--- config.mk ---
export PLATFORM = sky130hd
export DESIGN_NAME = i2c_xfer_ctrl_reg
export DESIGN_NICKNAME = d
export VERILOG_FILES = /design/src/rtl/i2c_xcr_pkg.sv /design/src/rtl/i2c_xcr_cmd_bit.sv /design/src/rtl/i2c_xcr_cfg_field.sv /design/src/rtl/i2c_xfer_ctrl_reg.sv
export SDC_FILE = /design/constraint.sdc
export NUM_CORES = 1
export LEC_CHECK = 0
export ABC_AREA = 1
export BUFFER_PORTS_ARGS = -buffer_cell sky130_fd_sc_hd__buf_4
export CAP_MARGIN = 20
export CORE_ASPECT_RATIO = 2
export CORE_MARGIN = 2
export CORE_UTILIZATION = 37
export DETAILED_ROUTE_END_ITERATION = 8
export PLACE_DENSITY_LB_ADDON = 0.3
export SYNTH_ARGS = -nofsm -noshare
export SYNTH_HDL_FRONTEND = slang
export SYNTH_SLANG_ARGS = --single-unit
--- constraint.sdc ---
create_clock -name clk -period 1 [get_ports clk]
set_input_delay 0.05 -clock clk [delete_from_list [all_inputs] [get_ports clk]]
set_output_delay 0.05 -clock clk [all_outputs]
set_load 0.05 [all_outputs]
--- src/rtl/i2c_xcr_pkg.sv ---
package i2c_xcr_pkg;
   typedef enum int {
      CMD_START = 0,
      CMD_STOP  = 1,
      CMD_NACK  = 2,
      CMD_PEC   = 3
   } cmd_idx_e;

   localparam int CMD_N = 4;
endpackage

--- src/rtl/i2c_xcr_cmd_bit.sv ---
// Single command bit: set by a write of 1, cleared by hardware; clear dominates.
module i2c_xcr_cmd_bit (
   input  logic clk,
   input  logic rst_n,
   input  logic set_i,
   input  logic clr_i,
   output logic q_o
);
   always_ff @(posedge clk or negedge rst_n) begin
      if (!rst_n)     q_o <= 1'b0;
      else if (clr_i) q_o <= 1'b0;
      else if (set_i) q_o <= 1'b1;
   end
endmodule

--- src/rtl/i2c_xcr_cfg_field.sv ---
// Configuration field: loads on a write unless locked.
module i2c_xcr_cfg_field #(
   parameter int W = 1
) (
   input  logic         clk,
   input  logic         rst_n,
   input  logic         wr_en,
   input  logic         lock,
   input  logic [W-1:0] d,
   output logic [W-1:0] q
);
   always_ff @(posedge clk or negedge rst_n) begin
      if (!rst_n)              q <= '0;
      else if (wr_en && !lock) q <= d;
   end
endmodule

--- src/rtl/i2c_xfer_ctrl_reg.sv ---
module i2c_xfer_ctrl_reg #(
   parameter int ADDR_W      = 10,
   parameter int CNT_W       = 8,
   parameter bit PEC_SUPPORT = 1'b1,
   localparam int REG_W      = ADDR_W + CNT_W + 5 + i2c_xcr_pkg::CMD_N
) (
   input  logic             clk,
   input  logic             rst_n,
   input  logic             wr_en,
   input  logic [REG_W-1:0] wr_data,
   input  logic             periph_en,
   input  logic             ev_addr_sent,
   input  logic             ev_arb_lost,
   input  logic             ev_timeout,
   input  logic             ev_start_clr,
   input  logic             ev_stop_det,
   input  logic             ev_addr_match,
   input  logic             ev_nack_sent,
   input  logic             ev_pec_done,
   output logic [ADDR_W-1:0] addr_o,
   output logic             dir_rd_o,
   output logic             ten_bit_o,
   output logic             head_only_o,
   output logic [CNT_W-1:0] count_o,
   output logic             reload_o,
   output logic             auto_end_o,
   output logic             start_o,
   output logic             stop_o,
   output logic             nack_o,
   output logic             pec_o,
   output logic [REG_W-1:0] rd_data
);
   import i2c_xcr_pkg::*;

   localparam int OFF_DIR  = ADDR_W;
   localparam int OFF_TEN  = ADDR_W + 1;
   localparam int OFF_HEAD = ADDR_W + 2;
   localparam int OFF_CNT  = ADDR_W + 3;
   localparam int OFF_RLD  = OFF_CNT + CNT_W;
   localparam int OFF_AUTO = OFF_RLD + 1;
   localparam int OFF_CMD  = OFF_AUTO + 1;
   localparam int LOCK_W   = OFF_RLD;
   localparam int FREE_W   = OFF_CMD - OFF_RLD;

   generate
      if (ADDR_W < 10) begin : g_bad_addr
         $error("ADDR_W must be at least 10");
      end
      if (CNT_W < 1 || CNT_W > 16) begin : g_bad_cnt
         $error("CNT_W must be 1..16");
      end
   endgenerate

   logic [CMD_N-1:0]  cmd_q, cmd_set, cmd_clr;
   logic [LOCK_W-1:0] lock_q;
   logic [FREE_W-1:0] free_q;

   // Configuration: fields used by the address phase freeze while start is pending
   i2c_xcr_cfg_field #(.W(LOCK_W)) u_lock_cfg (
      .clk(clk), .rst_n(rst_n), .wr_en(wr_en), .lock(cmd_q[CMD_START]),
      .d(wr_data[LOCK_W-1:0]), .q(lock_q)
   );

   i2c_xcr_cfg_field #(.W(FREE_W)) u_free_cfg (
      .clk(clk), .rst_n(rst_n), .wr_en(wr_en), .lock(1'b0),
      .d(wr_data[OFF_CMD-1:OFF_RLD]), .q(free_q)
   );

   // Hardware clear sources, one per command bit
   always_comb begin
      cmd_clr            = '0;
      cmd_clr[CMD_START] = ev_addr_sent | ev_arb_lost | ev_timeout | ev_start_clr;
      cmd_clr[CMD_STOP]  = ev_stop_det;
      cmd_clr[CMD_NACK]  = ev_nack_sent | ev_stop_det | ev_addr_match;
      cmd_clr[CMD_PEC]   = ev_pec_done | ev_stop_det | ev_addr_match;
      if (!periph_en) cmd_clr = '1;
   end

   assign cmd_set = {CMD_N{wr_en}} & wr_data[OFF_CMD +: CMD_N];

   generate
      for (genvar i = 0; i < CMD_N; i++) begin : g_cmd
         if (i == CMD_PEC && !PEC_SUPPORT) begin : g_tied
            assign cmd_q[i] = 1'b0;
         end else begin : g_bit
            i2c_xcr_cmd_bit u_bit (
               .clk(clk), .rst_n(rst_n), .set_i(cmd_set[i]), .clr_i(cmd_clr[i]),
               .q_o(cmd_q[i])
            );
         end
      end
   endgenerate

   assign addr_o      = lock_q[ADDR_W-1:0];
   assign dir_rd_o    = lock_q[OFF_DIR];
   assign ten_bit_o   = lock_q[OFF_TEN];
   assign head_only_o = lock_q[OFF_HEAD];
   assign count_o     = lock_q[OFF_CNT +: CNT_W];
   assign reload_o    = free_q[0];
   assign auto_end_o  = free_q[1];
   assign start_o     = cmd_q[CMD_START];
   assign stop_o      = cmd_q[CMD_STOP];
   assign nack_o      = cmd_q[CMD_NACK];
   assign pec_o       = cmd_q[CMD_PEC];

   assign rd_data = {cmd_q, free_q, lock_q};
endmodule

== Word level (Yosys, flattened, before mapping) ==
Cells that the tools add are included.
Storage, ports and cells
  register bits: 27
  output and inout port bits: 54
  logic and storage cells: 29
  memories: 0
  bits in latches: 0
  ROM bits: 0
  memory bits (writable): 0
Operators by class
  reduce and logical (&&, ||, !) cells: 6
  div/mod/pow operators: 0
  add/subtract/negate cells: 0
  shift operators: 0
  muxes and demuxes: 9
  order comparisons: 0
  bitwise operators: 8
  equal/unequal tests: 0
  $mul: 0
Operator list (number)
  2-to-1 mux 1 bit: 8
  nonzero test 2 bit: 4
  OR 1 bit: 7
  AND 4 bit: 1
  2-to-1 mux 4 bit: 1
  logical AND 1 bit: 1
  zero test 1 bit: 1

== Logic depth before layout (Yosys ltp) ==
  depth after elaboration: 5
  gate-level depth with buffers: 5
  gate-level depth less buffers: 4

== By module ==
Synthesis repeated with hierarchy kept, for this count alone.
Unflattened totals
  cells, all modules: 161
  area total of the unflattened synthesis: 1330.0 µm²
Modules (own cells, without submodules)
  i2c_xcr_cfg_field at u_lock_cfg: instances 1, area each 830.8 µm², cells each 92
  i2c_xfer_ctrl_reg: instances 1, area each 284.0 µm², cells each 47
  i2c_xcr_cmd_bit: instances 4, area each 32.5 µm², cells each 3
  i2c_xcr_cfg_field at u_free_cfg: instances 1, area each 85.1 µm², cells each 10

== Least setup slack after synthesis ==
Ideal clock, no wire load.
  path type: register to register
  start: register g_cmd[0].g_bit.u_bit.q_o
  end: register u_lock_cfg.q[0]
  slack: -242 ps
  arrival time: 1177 ps
  setup time: 65 ps
  cell stages (with the launch flop): 6
  required time: 935 ps
  clock period less this slack: 1242 ps
  cells stage by stage: dfrtp_1 > inv_1 > nand2_1 > buf_2 > nand2_1 > nand2_1
Between the ends
  longest elaborated chain between the ends: 2
Ends and longest elaborated chain
  start, declared: line i2c_xcr_cmd_bit.sv:7  | output logic q_o
  start signal, assigned: line i2c_xcr_cmd_bit.sv:10  | if (!rst_n) q_o <= 1'b0;
  start signal, assigned: line i2c_xcr_cmd_bit.sv:11  | else if (clr_i) q_o <= 1'b0;
  start signal, assigned: line i2c_xcr_cmd_bit.sv:12  | else if (set_i) q_o <= 1'b1;
  zero test 1 bit: line i2c_xcr_cfg_field.sv:14  | else if (wr_en && !lock) q <= d;
  logical AND 1 bit: line i2c_xcr_cfg_field.sv:14
  end signal, assigned: line i2c_xcr_cfg_field.sv:13  | if (!rst_n) q <= '0;
  end signal, assigned: line i2c_xcr_cfg_field.sv:14
  end, declared: line i2c_xcr_cfg_field.sv:10  | output logic [W-1:0] q
Every way passes these cells.
A chain may end at the register's enable or synchronous reset.

== Worst setup path after layout ==
  start: register g_cmd[0].g_bit.u_bit.q_o
  end: output port start_o
RTL lines
  end, declared: line i2c_xfer_ctrl_reg.sv:27  | output logic start_o,
No word-level cell between the ends.

==> flow_summary.ini <==
[run_status]
status = completed

[setup_path]
crit_type = reg2out
rrSetupSlack_ns = 0.08
start_kind = flop
crit_fanout = 3
crit_slowest_cell = dfrtp_2
worst-path-buf-inv = 1
reg2reg_depth = 4
r2r-end = u_lock_cfg.q[9]
slowest_delay_ns = 0.44
startpoint = g_cmd[0].g_bit.u_bit.q_o
timing.rr.start = g_cmd[0].g_bit.u_bit.q_o
crit_family = flip-flops
cp-end-kind = primary output
cp_data_arrival_time_ns = 0.92
worstPathRequired_ns = 0.95
crit_chain = buf_4

[synth]
avgSynthCellArea_um2 = 8.50
seq_area_frac_synth_pct = 52.0
syn_nets = 192
synthCells = 153
syn_area_mm2 = 0.00130
yosysWarnings = 0
ys_ff_latch = 27
synth.distinct_cells = 10

[cts]
cts_setup_buffers = 0
ctsRootBufferMaster = clkbuf_8
clk_pin_slew_ns = 0.09
clock_path_buffers = 2
clock_latency_ns = 0.27
cts_sinks = 27
htreeDepth = 1
cts_tree = done
cts_buffers = 3

[sta]
finalCriticalPeriod_ns = 0.966
finalSetupViolations = 0
max_slew.worst_pin.slew_ns = 0.337
rsz0062_at_grt = false
drv_slew = 0
hold_violations = 0
fmax_ghz = 1.04
fin_tns_setup_ns = 0
slew_headroom_pct = 77.5
post-route-period-util_pct = 96.6
fin_skew_ns = 0.00407

[detailed_routing]
final_antenna_net_count = 0
avgViaCountPerCell = 4.62
drt_iter0_drc = 19
wl_per_cell_um = 12.4
num_vias = 1219
drt_wl_total_um = 3280
dr.pass1.iters = 4
drc_errors = 0

[finish]
nFillCells = 314
syn2layout_area_growth_pct = 55.3
layout.nets = 272
postLayoutCellArea_mm2 = 0.00202
fin_cells = 264
utilization_pct = 59.8
antennaDiodeCount = 0
drive_gt1_share_pct = 43.5

[global_route]
grt_use_total_pct = 16.8
grt_max_degree = 28
grt_pass1_vias = 1131
antenna_found_initial = 0
grt_pass1_wl_um = 4950
grt_overflow = 0

[power]
power.density_mw_per_mm2 = 1540
power_frac_comb_pct = 40.0
sw_frac_of_total_pct = 39.9
intPower_uw = 1870
vdd_drop_max_v = 0.000898
clockPowerShare_pct = 19.8
power.leakage_uw = 0.00113
sequentialPowerShare_pct = 40.2
p_switching_uw = 1250

[die]
dieHeight_um = 87.8
initial_core_util_pct = 38.5
dieArea_mm2 = 0.00403
die_w_um = 45.9
ios = 93
num_rows = 30
core_mm2 = 0.00338

[job]
cap_violations = 0

[place]
dp_cells = 246
placed_area_mm2 = 0.00181
dpl.hpwl_um = 2310
portBuffers = 92
place_congestion = 0.725

[min_path]
worstHoldPathType = in2reg
hold_start = ev_addr_match
whs_path_depth = 4
hold_end = g_cmd[2].g_bit.u_bit.q_o
## state kept, by name, summed over array words and instances (netlist names)
signal,count
u_lock_cfg.q,21
g_cmd.g_bit.u_bit.q_o,4
u_free_cfg.q,2
## cell usage after synthesis
library cell | count | share of area (%)
buf_2 | 5 | 1.9
buf_6 | 1 | 0.87
buf_4 | 28 | 16
dfrtp_1 | 27 | 52
nor2_1 | 9 | 2.6
nand3_1 | 21 | 8.1
nand2_1 | 51 | 15
inv_1 | 6 | 1.7
o21ai_0 | 2 | 0.77
a21oi_1 | 3 | 1.2
## cells in the final DEF, fill, tap and decap left out
| cell type | instances |
|---|---|
| nand2_1 | 50 |
| clkbuf_8 | 3 |
| clkbuf_1 | 1 |
| dfrtp_1 | 26 |
| inv_4 | 1 |
| nand3_1 | 21 |
| nor2_1 | 9 |
| dfrtp_2 | 1 |
| dlygate4sd3_1 | 14 |
| a21oi_1 | 3 |
| o21ai_0 | 2 |
| nand2_8 | 1 |
| inv_1 | 5 |
| buf_4 | 93 |
| buf_6 | 2 |
## layout make-up
class	count	area [um2]	share of cell area, %
repair buffers	109	861	42.6
flip-flops and latches	27	677	33.5
multi-input cells	86	372	18.4
clock buffers	4	45.0	2.23
well taps	32	40.0	1.98
inverters	6	25.0	1.24
## metrics by stage
step	total power (uW)	hold slack, ns	setup WS, ns
2_1_floorplan	2160	-0.246	-0.0370
6_report	3120	0.00468	0.0342
4_1_cts	3130	0.00271	0.0423
3_5_place_dp	2480	-0.0165	-0.0362
3_3_place_gp	2470	-0.0164	-0.00374
5_1_grt	3250	0.0137	0.00109
## cells by family (layout without fill, tap and decap cells)
family / count (synthesis) / count (layout) / share of synthesized area [%]
compound gates: 5 / 5 / 1.92
buf+inv: 40 / 119 / 20.7
flops: 27 / 27 / 52.0
simple gates: 81 / 81 / 25.4
## worst max path at each step
stage               slack, ns  cells after the start               end
global route            0.001                      1           start_o
detailed placement      -0.04                      4  u_lock_cfg.q[14]
CTS                      0.04                      1           start_o
floorplan               -0.04                      5   u_lock_cfg.q[0]
global placement       -0.004                      4   u_lock_cfg.q[2]
finish                   0.03                      1           start_o
## power groups by stage
| stage | sequential, uW | combinational (uW) | clock [uW] |
|---|---|---|---|
| after global routing | 1270 | 1320 | 665 |
| after CTS | 1260 | 1250 | 630 |
| final | 1250 | 1250 | 617 |
| after detailed placement | 1280 | 1200 | 0 |
| after floorplan | 1570 | 587 | 0 |
| after global placement | 1270 | 1200 | 0 |
## layer usage
layer  routed length (um)  vias to the layer above  GRT usage, %
met5                    0                        -             0
met4                   48                        0          7.53
met3                  163                        4          2.27
met2                 1900                       51          30.2
met1                 1170                      560          18.5
li1                     -                      604             -
## what timing repair did
item                       4_1_cts  5_1_grt
setup endpoints to repair       21       18
resized for setup                1        4
hold endpoints to repair        36        1
gates cloned                     0        0
hold buffers                    13        1
No activity file was read; power rests on OpenSTA's default activity.
